## src/rtl/sram_seq_pkg.sv

```systemverilog
package sram_seq_pkg;

  typedef enum logic [2:0] {
    ST_IDLE       = 3'd0,
    ST_RD_WAIT    = 3'd1,
    ST_RD_CAPTURE = 3'd2,
    ST_WR_SETUP   = 3'd3,
    ST_WR_PULSE   = 3'd4,
    ST_WR_RECOVER = 3'd5
  } seq_state_e;

  function automatic int unsigned max2(input int unsigned a, input int unsigned b);
    return (a > b) ? a : b;
  endfunction

endpackage

```

## src/rtl/sram_phase_timer.sv

```systemverilog
module sram_phase_timer #(
  parameter int CNT_W = 3
) (
  input  logic             clk,
  input  logic             rst,
  input  logic             load,
  input  logic [CNT_W-1:0] load_val,
  output logic             zero
);

  logic [CNT_W-1:0] cnt_q;

  always_ff @(posedge clk) begin
    if (rst) begin
      cnt_q <= '0;
    end else if (load) begin
      cnt_q <= load_val;
    end else if (cnt_q != '0) begin
      cnt_q <= cnt_q - 1'b1;
    end
  end

  assign zero = (cnt_q == '0);

endmodule

```

## src/rtl/sram_seq_fsm.sv

```systemverilog
module sram_seq_fsm
  import sram_seq_pkg::*;
#(
  parameter int CNT_W  = 3,
  parameter int RD_LD  = 1,
  parameter int PW_LD  = 1,
  parameter int REC_LD = 1
) (
  input  logic             clk,
  input  logic             rst,
  input  logic             req_valid,
  input  logic             req_write,
  input  logic             tmr_zero,
  output seq_state_e       state,
  output seq_state_e       nxt,
  output logic             accept,
  output logic             tmr_load,
  output logic [CNT_W-1:0] tmr_val
);

  localparam logic [CNT_W-1:0] RD_LD_V  = CNT_W'(RD_LD);
  localparam logic [CNT_W-1:0] PW_LD_V  = CNT_W'(PW_LD);
  localparam logic [CNT_W-1:0] REC_LD_V = CNT_W'(REC_LD);

  always_ff @(posedge clk) begin
    if (rst) state <= ST_IDLE;
    else     state <= nxt;
  end

  always_comb begin
    nxt      = state;
    accept   = 1'b0;
    tmr_load = 1'b0;
    tmr_val  = '0;
    unique case (state)
      ST_IDLE: begin
        if (req_valid) begin
          accept = 1'b1;
          if (req_write) begin
            nxt = ST_WR_SETUP;
          end else begin
            nxt      = ST_RD_WAIT;
            tmr_load = 1'b1;
            tmr_val  = RD_LD_V;
          end
        end
      end
      ST_RD_WAIT: begin
        if (tmr_zero) nxt = ST_RD_CAPTURE;
      end
      ST_RD_CAPTURE: begin
        nxt = ST_IDLE;
      end
      ST_WR_SETUP: begin
        nxt      = ST_WR_PULSE;
        tmr_load = 1'b1;
        tmr_val  = PW_LD_V;
      end
      ST_WR_PULSE: begin
        if (tmr_zero) begin
          nxt      = ST_WR_RECOVER;
          tmr_load = 1'b1;
          tmr_val  = REC_LD_V;
        end
      end
      ST_WR_RECOVER: begin
        if (tmr_zero) nxt = ST_IDLE;
      end
      default: nxt = ST_IDLE;
    endcase
  end

endmodule

```

## src/rtl/sram_pin_drive.sv

```systemverilog
module sram_pin_drive
  import sram_seq_pkg::*;
#(
  parameter int ADDR_W = 20
) (
  input  logic              clk,
  input  logic              rst,
  input  seq_state_e        state,
  input  seq_state_e        nxt,
  input  logic              accept,
  input  logic              tmr_zero,
  input  logic [ADDR_W-1:0] req_addr,
  input  logic              req_wdata,
  input  logic              ram_dout,
  output logic [ADDR_W-1:0] ram_addr,
  output logic              ram_ce_n,
  output logic              ram_we_n,
  output logic              ram_din,
  output logic              req_ready,
  output logic              done,
  output logic              rdata
);

  logic capture;
  logic wr_close;

  assign capture  = (state == ST_RD_CAPTURE);
  assign wr_close = (state == ST_WR_RECOVER) && tmr_zero;

  always_ff @(posedge clk) begin
    if (rst) begin
      ram_ce_n  <= 1'b1;
      ram_we_n  <= 1'b1;
      req_ready <= 1'b1;
      done      <= 1'b0;
      rdata     <= 1'b0;
      ram_addr  <= '0;
      ram_din   <= 1'b0;
    end else begin
      ram_ce_n  <= (nxt == ST_IDLE);
      ram_we_n  <= (nxt != ST_WR_PULSE);
      req_ready <= (nxt == ST_IDLE);
      done      <= capture || wr_close;
      if (capture) rdata <= ram_dout;
      if (accept) begin
        ram_addr <= req_addr;
        ram_din  <= req_wdata;
      end
    end
  end

  AST_STROBE_NEEDS_SELECT: assert property (@(posedge clk) disable iff (rst)
    !ram_we_n |-> !ram_ce_n);

  AST_STROBE_ENDS_WRITE: assert property (@(posedge clk) disable iff (rst)
    $rose(ram_ce_n) |-> $past(ram_we_n));

  AST_PINS_HELD: assert property (@(posedge clk) disable iff (rst)
    !ram_ce_n |=> (ram_ce_n || ($stable(ram_addr) && $stable(ram_din))));

  AST_DONE_SINGLE: assert property (@(posedge clk) disable iff (rst)
    done |=> !done);

  AST_IDLE_DESELECTED: assert property (@(posedge clk) disable iff (rst)
    req_ready |-> (ram_ce_n && ram_we_n));

  AST_RDATA_QUIET: assert property (@(posedge clk) disable iff (rst)
    !done |-> $stable(rdata));

  AST_DONE_AT_DESELECT: assert property (@(posedge clk) disable iff (rst)
    done |-> $rose(ram_ce_n));

endmodule

```

## src/rtl/sram_seq_ctrl.sv

```systemverilog
module sram_seq_ctrl
  import sram_seq_pkg::*;
#(
  parameter int ADDR_W  = 20,
  parameter int CYC_AA  = 3,
  parameter int CYC_RC  = 3,
  parameter int CYC_PWE = 2,
  parameter int CYC_SD  = 2,
  parameter int CYC_WC  = 5
) (
  input  logic              clk,
  input  logic              rst,
  input  logic              req_valid,
  output logic              req_ready,
  input  logic              req_write,
  input  logic [ADDR_W-1:0] req_addr,
  input  logic              req_wdata,
  output logic              done,
  output logic              rdata,
  output logic [ADDR_W-1:0] ram_addr,
  output logic              ram_ce_n,
  output logic              ram_we_n,
  output logic              ram_din,
  input  logic              ram_dout
);

  localparam int unsigned RD_LEN  = max2(max2(CYC_AA, CYC_RC), 2);
  localparam int unsigned PW_LEN  = max2(max2(CYC_PWE, CYC_SD), 1);
  localparam int unsigned REC_LEN = (CYC_WC > PW_LEN + 1) ? (CYC_WC - PW_LEN - 1) : 1;
  localparam int unsigned CNT_MAX = max2(max2(RD_LEN, PW_LEN), REC_LEN);
  localparam int          CNT_W   = $clog2(CNT_MAX + 1);

  seq_state_e       state;
  seq_state_e       nxt;
  logic             accept;
  logic             tmr_load;
  logic [CNT_W-1:0] tmr_val;
  logic             tmr_zero;

  sram_phase_timer #(
    .CNT_W(CNT_W)
  ) timer_i (
    .clk     (clk),
    .rst     (rst),
    .load    (tmr_load),
    .load_val(tmr_val),
    .zero    (tmr_zero)
  );

  sram_seq_fsm #(
    .CNT_W (CNT_W),
    .RD_LD (int'(RD_LEN) - 2),
    .PW_LD (int'(PW_LEN) - 1),
    .REC_LD(int'(REC_LEN) - 1)
  ) fsm_i (
    .clk      (clk),
    .rst      (rst),
    .req_valid(req_valid),
    .req_write(req_write),
    .tmr_zero (tmr_zero),
    .state    (state),
    .nxt      (nxt),
    .accept   (accept),
    .tmr_load (tmr_load),
    .tmr_val  (tmr_val)
  );

  sram_pin_drive #(
    .ADDR_W(ADDR_W)
  ) pins_i (
    .clk      (clk),
    .rst      (rst),
    .state    (state),
    .nxt      (nxt),
    .accept   (accept),
    .tmr_zero (tmr_zero),
    .req_addr (req_addr),
    .req_wdata(req_wdata),
    .ram_dout (ram_dout),
    .ram_addr (ram_addr),
    .ram_ce_n (ram_ce_n),
    .ram_we_n (ram_we_n),
    .ram_din  (ram_din),
    .req_ready(req_ready),
    .done     (done),
    .rdata    (rdata)
  );

  AST_ACCEPT_DROPS_READY: assert property (@(posedge clk) disable iff (rst)
    (req_valid && req_ready) |=> !req_ready);

endmodule

```

## config.mk

```make
export PLATFORM = sky130hd
export DESIGN_NAME = sram_seq_ctrl
export DESIGN_NICKNAME = d
export VERILOG_FILES = /design/src/rtl/sram_seq_pkg.sv /design/src/rtl/sram_phase_timer.sv /design/src/rtl/sram_seq_fsm.sv /design/src/rtl/sram_pin_drive.sv /design/src/rtl/sram_seq_ctrl.sv
export SDC_FILE = /design/constraint.sdc
export NUM_CORES = 1
export LEC_CHECK = 0
export BUFFER_PORTS_ARGS = -buffer_cell sky130_fd_sc_hd__buf_2
export CORE_AREA = 3 3 58 60
export CTS_CLUSTER_DIAMETER = 40
export CTS_CLUSTER_SIZE = 14
export DETAILED_ROUTE_END_ITERATION = 6
export DIE_AREA = 0 0 61 63
export PLACE_DENSITY_LB_ADDON = 0.05
export SETUP_SLACK_MARGIN = 0.05
export SLEW_MARGIN = 20
export SYNTH_ARGS = -nofsm -noshare
export SYNTH_HDL_FRONTEND = slang
export SYNTH_SLANG_ARGS = --single-unit
export TNS_END_PERCENT = 1
```

## constraint.sdc

```tcl
create_clock -name clk -period 1.25 [get_ports clk]
set_input_delay 0.25 -clock clk [delete_from_list [all_inputs] [get_ports clk]]
set_output_delay 0.25 -clock clk [all_outputs]
set_load 0.02 [all_outputs]
```

# Yosys cells after proc, flatten, opt, wreduce, memory -nomap -nowiden
# Cells that the tools add are included.
dict set report op_classes {
  addsub 1
  eq_ne 6
  mux 18
  n_reduce_logical 7
}
# cell count
set op_table {}
lappend op_table {{$pmux 3 s5} 1}
lappend op_table {{$mux 3} 4}
lappend op_table {{$mux 2} 4}
lappend op_table {{$mux 1} 7}
lappend op_table {{$eq 3x2->1 const B} 2}
lappend op_table {{$eq 3x3->1 const B} 2}
lappend op_table {{$logic_not 3->1} 2}
lappend op_table {{$pmux 2 s3} 1}
lappend op_table {{$reduce_bool 2->1} 2}
lappend op_table {{$eq 3x1->1 const B} 1}
lappend op_table {{$ne 3x3->1 const B} 1}
lappend op_table {{$pmux 1 s3} 1}
lappend op_table {{$logic_not 2->1} 1}
lappend op_table {{$sub 2x1->2 const B} 1}
lappend op_table {{$logic_and 1x1->1} 1}
lappend op_table {{$logic_or 1x1->1} 1}
dict set report totals {
  register_bits 30
  output_inout_bits 26
  word_cells 40
}

# Logic depth before layout (Yosys ltp)
# Gate-level depths: netlist (run 1).
dict set report depth {
  ltp_word 4
  mapped_depth 6
}

# Modules after synthesis
# A second synthesis (run 1) with hierarchy kept.
dict set report unflattened {
  hier_cells 119
  area_unflattened_um2 1238.7
}
# module instances cells_per_inst area_per_inst_um2 seq_area_each_um2
set by_module_without_submodules {}
lappend by_module_without_submodules {sram_pin_drive 1 83 920.9 500.5}
lappend by_module_without_submodules {sram_seq_fsm 1 24 196.4 60.1}
lappend by_module_without_submodules {sram_phase_timer 1 12 121.4 40.0}

# Worst setup path before layout (run 1)
# OpenSTA, ideal clock, no wires.
dict set report synth_timing {
  path_type {reg-to-reg}
  from {register fsm_i.state[2]}
  to {register pins_i.ram_addr[0]}
  t_arrival_ns 1.210
  setup_slack_ns -0.093
  stages_incl_launch_ff 6
  path_buffers 2
  period_less_slack_ns 1.343
  cell_sequence {dfxtp_1 > buf_6 > or4b_4 > buf_6 > nand2_1 > a21oi_1}
}
dict set report synth_between {
  elab_chain_len 2
}
# item line
set synth_lines {}
lappend synth_lines {{start, declared} sram_seq_fsm.sv:14} ;# output seq_state_e state,
lappend synth_lines {{start signal, assigned} sram_seq_fsm.sv:27} ;# else state <= nxt;
lappend synth_lines {{$logic_not 3->1} sram_seq_fsm.sv:35} ;# unique case (state)
lappend synth_lines {{$mux 1} sram_seq_fsm.sv:35}
lappend synth_lines {{end signal, assigned} sram_pin_drive.sv:46} ;# ram_addr <= req_addr;
lappend synth_lines {{end, declared} sram_pin_drive.sv:15} ;# output logic [ADDR_W-1:0] ram_addr,
# No other way between the ends.
# A chain may end at the register's enable or synchronous reset.

# Worst setup path after layout (run 1)
dict set report layout_timing {
  from {register fsm_i.state[2]}
  to {register pins_i.ram_addr[9]}
}
# Same word-level chain as after synthesis.

==> results of run 1 <==
-- final cells by class --
type / count / area, sq um / share of cell area, %
Tap cell: 33 / 41.29 / 2.511
Sequential cell: 30 / 604.3 / 36.76
Inverter: 4 / 15.01 / 0.9132
Clock buffer: 8 / 78.83 / 4.795
Timing Repair Buffer: 65 / 364.1 / 22.15
Multi-Input combinational cell: 95 / 540.5 / 32.88
-- how the worst max path moves through the flow --
stage / from / end
2_1_floorplan: fsm_i.state[2] / pins_i.ram_addr[0]
3_3_place_gp: fsm_i.state[0] / pins_i.ram_addr[18]
3_5_place_dp: fsm_i.state[0] / pins_i.ram_addr[4]
4_1_cts: fsm_i.state[2] / pins_i.ram_addr[12]
5_1_grt: fsm_i.state[2] / pins_i.ram_addr[0]
6_report: fsm_i.state[2] / pins_i.ram_addr[9]
-- sequential cells by signal, summed over array words and instances, names as in the netlist --
register / count
fsm_i.state: 3
pins_i.done: 1
pins_i.ram_addr: 20
pins_i.ram_ce_n: 1
pins_i.ram_din: 1
pins_i.ram_we_n: 1
pins_i.rdata: 1
timer_i.cnt_q: 2
-- power by group --
group          internal (mW)  total, mW  leakage [nW]  switching (mW)
sequential              1.16       1.27         0.247           0.115
clock                  0.384      0.709        0.0446           0.325
combinational          0.648       1.42         0.496           0.771
total                   2.19       3.40         0.788            1.21
-- cell usage after synthesis --
library cell / n / share of area, %
nand2_1: 43 / 14
dfxtp_1: 30 / 51
a21oi_1: 22 / 9.4
clkbuf_1: 4 / 1.3
inv_1: 4 / 1.3
nor2_1: 4 / 1.3
buf_2: 3 / 1.3
buf_6: 3 / 2.9
a211oi_1: 2 / 1.3
and2_1: 2 / 1.1
nand2b_1: 2 / 1.1
nor4_1: 2 / 1.1
a21o_1: 1 / 0.64
a221oi_1: 1 / 0.75
a31o_2: 1 / 0.75
a31oi_1: 1 / 0.53
and3b_1: 1 / 0.75
buf_4: 1 / 0.64
ha_1: 1 / 1.1
mux2i_1: 1 / 0.85
nand3b_1: 1 / 0.64
nor2b_1: 1 / 0.53
nor3b_1: 1 / 0.64
nor4b_2: 1 / 1.3
o21ai_0: 1 / 0.43
o21bai_1: 1 / 0.64
o31a_1: 1 / 0.75
or2_2: 1 / 0.53
or4b_4: 1 / 1.2
xnor2_1: 1 / 0.75
-- repair_timing --
item                       CTS  global route
gates cloned                 1             0
pin swaps                    2             0
resized for setup            8             2
setup endpoints to repair   26            25
-- through the flow --
| step | total power, mW | instances | hold WS, ns | worst slack (ns) |
|---|---|---|---|---|
| 2_1_floorplan | 2.132 | 139 | 0.3860 | -0.06825 |
| 3_3_place_gp | 2.544 | 226 | 0.4345 | -0.03603 |
| 3_5_place_dp | 2.588 | 226 | 0.4451 | -0.07683 |
| 4_1_cts | 3.417 | 235 | 0.1383 | -0.04043 |
| 5_1_grt | 3.643 | 235 | 0.1455 | -0.1111 |
| 6_report | 3.400 | 235 | 0.1517 | -0.02968 |
-- per-layer routing --
layer / track usage (%) / vias to the layer above / wire, um
li1: - / 580 / -
met1: 18.63 / 488 / 1298
met2: 25.27 / 39 / 1290
met3: 5.785 / 4 / 195
met4: 4.878 / 0 / 31
met5: 0 / - / 0
-- tightest hold or removal path, delay by kind of cell --
family / cells / cell delay [ns]
buffers and inverters: 1 / 0.10
AND/OR/NAND/NOR: 1 / 0.04
AO/OA/AOI/OAI: 1 / 0.05
-- kinds of logic (layout without fill, tap and decap cells) --
family / after synthesis / after routing / share of synthesized area (%)
flops: 30 / 30 / 51.12
fa+ha+maj: 1 / 1 / 1.065
compound gates: 31 / 31 / 15.12
buf+inv: 15 / 77 / 7.347
simple gates: 60 / 61 / 23.75
xor+xnor: 1 / 1 / 0.7456
mux: 1 / 1 / 0.8520
==> results.cfg, run 1 <==
[power_and_ir_drop]
p_per_area_nw_per_um2 = 2068
leakage_nw = 0.7879
vdd_drop_max_uv = 1050

[clocking]
cts_setup_buffers = 0
path_clk_slew_ns = 0.10
root_buffer = clkbuf_4
cts_tree = yes
clk_latency_ns = 0.32
postCtsHoldBufs = 0
htree_levels = 2
cts_max_path_buffers = 2
cts_inserted_buffers = 5
cts_sinks = 30

[floorplanning]
design.die.area_sq_um = 3843
fp.dieW_um = 61
initial_core_util_pct = 39.45
coreArea_sq_um = 2978
rows = 20
io-pin-count = 52
dieHeight_um = 63

[placement]
postPlaceCellArea_sq_um = 1514
hpwl_mm = 1.949
place.gp.congestion = 0.7438
io_buffers = 51

[worst_setup_path]
crit_buf_inv = 0
critical_path_arrival_ns = 1.48
required_ns = 1.45
crit_cells = 3
crit_fanout = 11
r2r_end = pins_i.ram_addr[9]
cpMaxStageDelayCell = or4b_4
r2r_start = fsm_i.state[2]
cpPeakStageDelay_ns = 0.63
start_kind = flop
path_cells = or4b_4 > nand2_1 > a21oi_1
crit_family = simple AND/OR/NAND/NOR gates
path_class = reg -> reg
reg2reg_depth = 3
r2r_setup_slack_ns = -0.03
end_kind = flop

[min_path]
hold_depth = 3
min-delay-path-class = in -> reg
min_from = req_addr[16]
hold_path_end = pins_i.ram_addr[16]

[global_route]
antenna_found_initial = 0
grt_remaining_overflow = 0
grt_max_degree = 26
grt_pass1_vias = 1047
gr-usage-all-layers_pct = 15.57
grt_pass1_wl_mm = 4.491

[timing]
finalCritPeriodShare_pct = 102.4
final_max_slew_viol_count = 0
finalSetupViolCount = 15
hold_violations = 0
tns_ns = -0.2911
fin_crit_ns = 1.280
fin_ws_ns = -0.02968
tightest_slew_ns = 0.2678
max_freq_mhz = 781.4
skew_ns = 0.009468
slew_headroom_pct = 82.00
rsz0062_at_grt = yes

[final_layout]
postLayoutCoreUtil_pct = 55.21
layout_commonest_cell = buf_2
diodes = 0
area_delta_synth_final_pct = 39.94
nets = 228
fillers = 285
final_cell_mix = buf_2, nand2_1, dfxtp_1
design_area_sq_um = 1644
drive_above_1_share_pct = 42.08

[detailed_routing]
drc = 0
antenna_left = 0
via_per_inst = 4.728
drt-total-wl_mm = 2.816
num_vias = 1111
wire_per_inst_um = 11.98
first_pass_iters = 4
drt_iter0_drc = 41

[outcome]
outcome = finished with violations
violations = setup timing

[synth]
synth_warnings = 0
syn-num-nets = 166
ys_seq_area_share_pct = 51.12
synthCells = 139
ys_seq_elements = 30
synth_cell_types = 30
synth_area_sq_um = 1175
syn_avg_cell_area_sq_um = 8.452

[job]
maxCapViolations = 0
Power figures use the tool's default switching activity.
==> run 2: changes to the inputs <==
Settings changed: CORE_AREA 3 3 58 60 to 3 3 57 59, CTS_BUF_LIST from default to sky130_fd_sc_hd__clkbuf_8, DIE_AREA 0 0 61 63 to 0 0 60 62.
==> results.cfg, run 2 (same netlist as run 1, synthesis figures left out) <==
[clocking]
cts_tree = yes
root_buffer = clkbuf_8
cts_max_path_buffers = 2
cts_sinks = 30
cts_setup_buffers = 0
postCtsHoldBufs = 0
clk_latency_ns = 0.27
htree_levels = 2
cts_inserted_buffers = 5
path_clk_slew_ns = 0.06

[worst_setup_path]
required_ns = 1.40
r2r_setup_slack_ns = -0.01
reg2reg_depth = 3
critical_path_arrival_ns = 1.41
crit_fanout = 11
path_class = reg -> reg
end_kind = flop
start_kind = flop

[power_and_ir_drop]
pwr-share-comb_pct = 41.0
p_per_area_nw_per_um2 = 2086
leakage_nw = 0.7891
vdd_drop_max_uv = 1203
swShare_pct = 34.88
pwr-share-seq_pct = 36.9
finalPower_mw = 3.440
internal-power_mw = 2.240
power_switching_mw = 1.200
power_frac_clock_pct = 22.2

[final_layout]
nets = 227
largest_reg_flops = 20
diodes = 0
fillers = 265
postLayoutCoreUtil_pct = 59.80
final_cells = 232
top_register = pins_i.ram_addr
layout_commonest_cell = buf_2
area_delta_synth_final_pct = 40.36
seq_area_sq_um = 604.3
drive_above_1_share_pct = 41.29
final_cell_mix = buf_2, nand2_1, dfxtp_1
multiInputGateArea_sq_um = 539.3
design_area_sq_um = 1649
reg.largest.list = pins_i.ram_addr: 20 flops, fsm_i.state: 3 flops, timer_i.cnt_q: 2 flops

[detailed_routing]
num_vias = 1103
first_pass_iters = 3
via_per_inst = 4.754
antenna_left = 0
drc = 0
wire_per_inst_um = 11.57
drt_iter0_drc = 38
drt-total-wl_mm = 2.684

[timing]
fin_ws_ns = -0.01413
holdWs_ns = 0.2140
rsz0062_at_grt = yes
slew_headroom_pct = 74.18
hold_violations = 0
skew_ns = 0.003945
tightest_slew_ns = 0.3838
tns_ns = -0.08412
finalSetupViolCount = 9
finalCritPeriodShare_pct = 101.1
max_freq_mhz = 791.1
final_max_slew_viol_count = 0
fin_crit_ns = 1.264

[global_route]
gr-usage-all-layers_pct = 14.84
grt_pass1_wl_mm = 4.071
grt_max_degree = 26
antenna_found_initial = 0
grt_remaining_overflow = 0
grt_pass1_vias = 960

[placement]
hpwl_mm = 1.884
place.gp.congestion = 0.7349
place_worst_setup_slack_ns = -0.05986
postPlaceCellArea_sq_um = 1504
place_inst = 223
io_buffers = 51

[min_path]
hold_depth = 3
min-delay-path-class = in -> reg

[job]
maxCapViolations = 0

[outcome]
outcome = finished with violations
violations = setup timing

[floorplanning]
design.die.area_sq_um = 3720
initial_core_util_pct = 42.60
fp.dieW_um = 60
rows = 19
io-pin-count = 52
dieHeight_um = 62
coreArea_sq_um = 2758
run 2: cell types whose count changed in the layout (fill, tap and decap cells not counted), sizes merged:
| cell | delta |
|---|---|
| clkbuf | -2 |
| inv | +1 |
| clkinv | +1 |
| buf | -1 |
run 2: final cells by class:
cell class	count	area share, %
Timing Repair Buffer	64	21.85
Clock buffer	6	5.008
Clock inverter	2	0.5311
Tap cell	31	2.352
Sequential cell	30	36.65
Multi-Input combinational cell	95	32.70
Inverter	4	0.9105
run 2: per-layer routing:
layer,up-vias,global-route usage (%),share of wire [%]
li1,585,-,-
met1,477,17.88,45
met2,37,23.61,45
met3,4,4.752,8.8
met4,0,7.911,1.1
met5,-,0,0
run 2: final timing paths:
kind	from	end
worst min-delay path	req_addr[16]	pins_i.ram_addr[16]
worst min register to register	pins_i.ram_addr[2]	pins_i.ram_addr[2]
worst max register to register	fsm_i.state[2]	pins_i.ram_addr[18]
worst max-delay path	fsm_i.state[2]	pins_i.ram_addr[18]
run 2: power by group through the flow:
stage	combinational, mW	sequential, mW	clock, mW
floorplan	0.696	1.44	0
global placement	1.26	1.26	0
detailed placement	1.29	1.27	0
CTS	1.42	1.27	0.797
global route	1.56	1.29	0.840
finish	1.41	1.27	0.762
run 2: what timing repair did:
item / CTS / global route
resized for setup: 10 / 1
endpoints found under the setup margin: 25 / 25
pin swaps: 10 / 2
gates cloned: 1 / 0
run 2: critical path: stages, from the launching register on:
cell     delay [ns]
dfxtp_2        0.34
or4b_4         0.63
nand2_1        0.11
a21oi_1        0.06
==> run 3: changes to the inputs <==
Settings changed: TNS_END_PERCENT 1 to 100.
==> results.cfg, run 3 (same netlist as run 1, synthesis figures left out) <==
[outcome]
outcome = finished with violations
violations = setup timing

[timing]
skew_ns = 0.003646
fin_crit_ns = 1.274
final_max_slew_viol_count = 0
finalSetupViolCount = 21
fin_ws_ns = -0.02419
rsz0062_at_grt = yes
holdWs_ns = 0.2122
slew_headroom_pct = 71.90
max_freq_mhz = 784.8
tightest_slew_ns = 0.4177
tns_ns = -0.2183
hold_violations = 0
finalCritPeriodShare_pct = 101.9

[clocking]
cts_tree = yes
root_buffer = clkbuf_8
cts_max_path_buffers = 2
postCtsHoldBufs = 0
path_clk_slew_ns = 0.06
clk_latency_ns = 0.27
cts_inserted_buffers = 5
htree_levels = 2
cts_sinks = 30

[worst_setup_path]
start_kind = flop
crit_buf_inv = 2
cpMaxStageDelayCell = dfxtp_4
path_cells = buf_12 > nor4b_4 > buf_6 > nand2_1 > a21oi_1
r2r_end = pins_i.ram_addr[4]
crit_family = simple AND/OR/NAND/NOR gates
crit_fanout = 11
end_kind = flop
reg2reg_depth = 5
r2r_setup_slack_ns = -0.02
r2r_start = fsm_i.state[2]
required_ns = 1.45
cpPeakStageDelay_ns = 0.35
critical_path_arrival_ns = 1.48
path_class = reg -> reg

[final_layout]
layout_commonest_cell = buf_2
final_cell_mix = buf_2, nand2_1, dfxtp_1
largest_reg_flops = 20
nets = 228
postLayoutCoreUtil_pct = 62.16
diodes = 0
top_register = pins_i.ram_addr
reg.largest.list = pins_i.ram_addr: 20 flops, fsm_i.state: 3 flops, timer_i.cnt_q: 2 flops
area_delta_synth_final_pct = 45.90
design_area_sq_um = 1714
drive_above_1_share_pct = 46.77
final_cells = 232

[detailed_routing]
via_per_inst = 4.875
drt_iter0_drc = 30
first_pass_iters = 4
drt-total-wl_mm = 2.765
drc = 0
antenna_left = 0
wire_per_inst_um = 11.92
num_vias = 1131

[power_and_ir_drop]
finalPower_mw = 3.464
leakage_nw = 0.7982
p_per_area_nw_per_um2 = 2021
vdd_drop_max_uv = 1243

[floorplanning]
rows = 19
initial_core_util_pct = 42.60
coreArea_sq_um = 2758
design.die.area_sq_um = 3720
fp.dieW_um = 60
dieHeight_um = 62
io-pin-count = 52

[global_route]
grt_pass1_vias = 1011
gr-usage-all-layers_pct = 15.58
antenna_found_initial = 0
grt_max_degree = 26
grt_remaining_overflow = 0
grt_pass1_wl_mm = 4.215

[placement]
place_inst = 219
place_worst_setup_slack_ns = -0.05148
postPlaceCellArea_sq_um = 1500
hpwl_mm = 1.942
place.gp.congestion = 0.7602
io_buffers = 51

[min_path]
min_from = req_addr[7]
hold_depth = 3
hold_path_end = pins_i.ram_addr[7]
min-delay-path-class = in -> reg

[job]
maxCapViolations = 0
## run 3: changes by cell type in the layout (fill, tap and decap cells not counted), sizes merged
cell	before	now
inv	5	4
buf	64	65
clkbuf	6	5
clkinv	1	2
## run 3: layout make-up
class                      count  area [sq um]
fill                         255          1044
sequential                    30         611.8
multi-input combinational     95         581.8
timing repair buffer          65         387.9
clock buffer                   5         68.82
tap                           31         38.79
inverter                       4         15.01
clock inverter                 2         10.01
## run 3: worst reg2reg max path, stage by stage, from the launching register on
cell	delay (ns)
dfxtp_4	0.35
buf_12	0.13
nor4b_4	0.34
buf_6	0.19
nand2_1	0.06
a21oi_1	0.14
## run 3: report_power, final
part | switching [mW] | internal (mW) | leakage (nW)
combinational | 0.803 | 0.686 | 0.506
clock | 0.322 | 0.372 | 0.0438
sequential | 0.114 | 1.17 | 0.249
## run 3: worst max-delay path by stage
stage	from	to	slack (ns)	cells after the start
5_1_grt	fsm_i.state[2]	pins_i.ram_addr[5]	-0.09	5
6_report	fsm_i.state[2]	pins_i.ram_addr[4]	-0.02	5
3_3_place_gp	fsm_i.state[2]	pins_i.ram_addr[0]	-0.02	3
2_1_floorplan	fsm_i.state[2]	pins_i.ram_addr[0]	-0.07	5
3_5_place_dp	fsm_i.state[2]	pins_i.ram_addr[5]	-0.05	3
4_1_cts	fsm_i.state[2]	pins_i.ram_addr[17]	-0.02	3
## run 3: layer usage
| layer | wire length (um) | global-route usage, % | share of wire (%) |
|---|---|---|---|
| met1 | 1201 | 17.55 | 43 |
| met2 | 1282 | 25.15 | 46 |
| met3 | 241 | 6.612 | 8.7 |
| met4 | 39 | 8.228 | 1.4 |
| met5 | 0 | 0 | 0 |
## run 3: what timing repair did
item,4_1_cts,5_1_grt
endpoints found under the setup margin,25,26
gates resized for setup,13,8
gates cloned,1,0
pin swaps,13,3
setup buffers,5,0
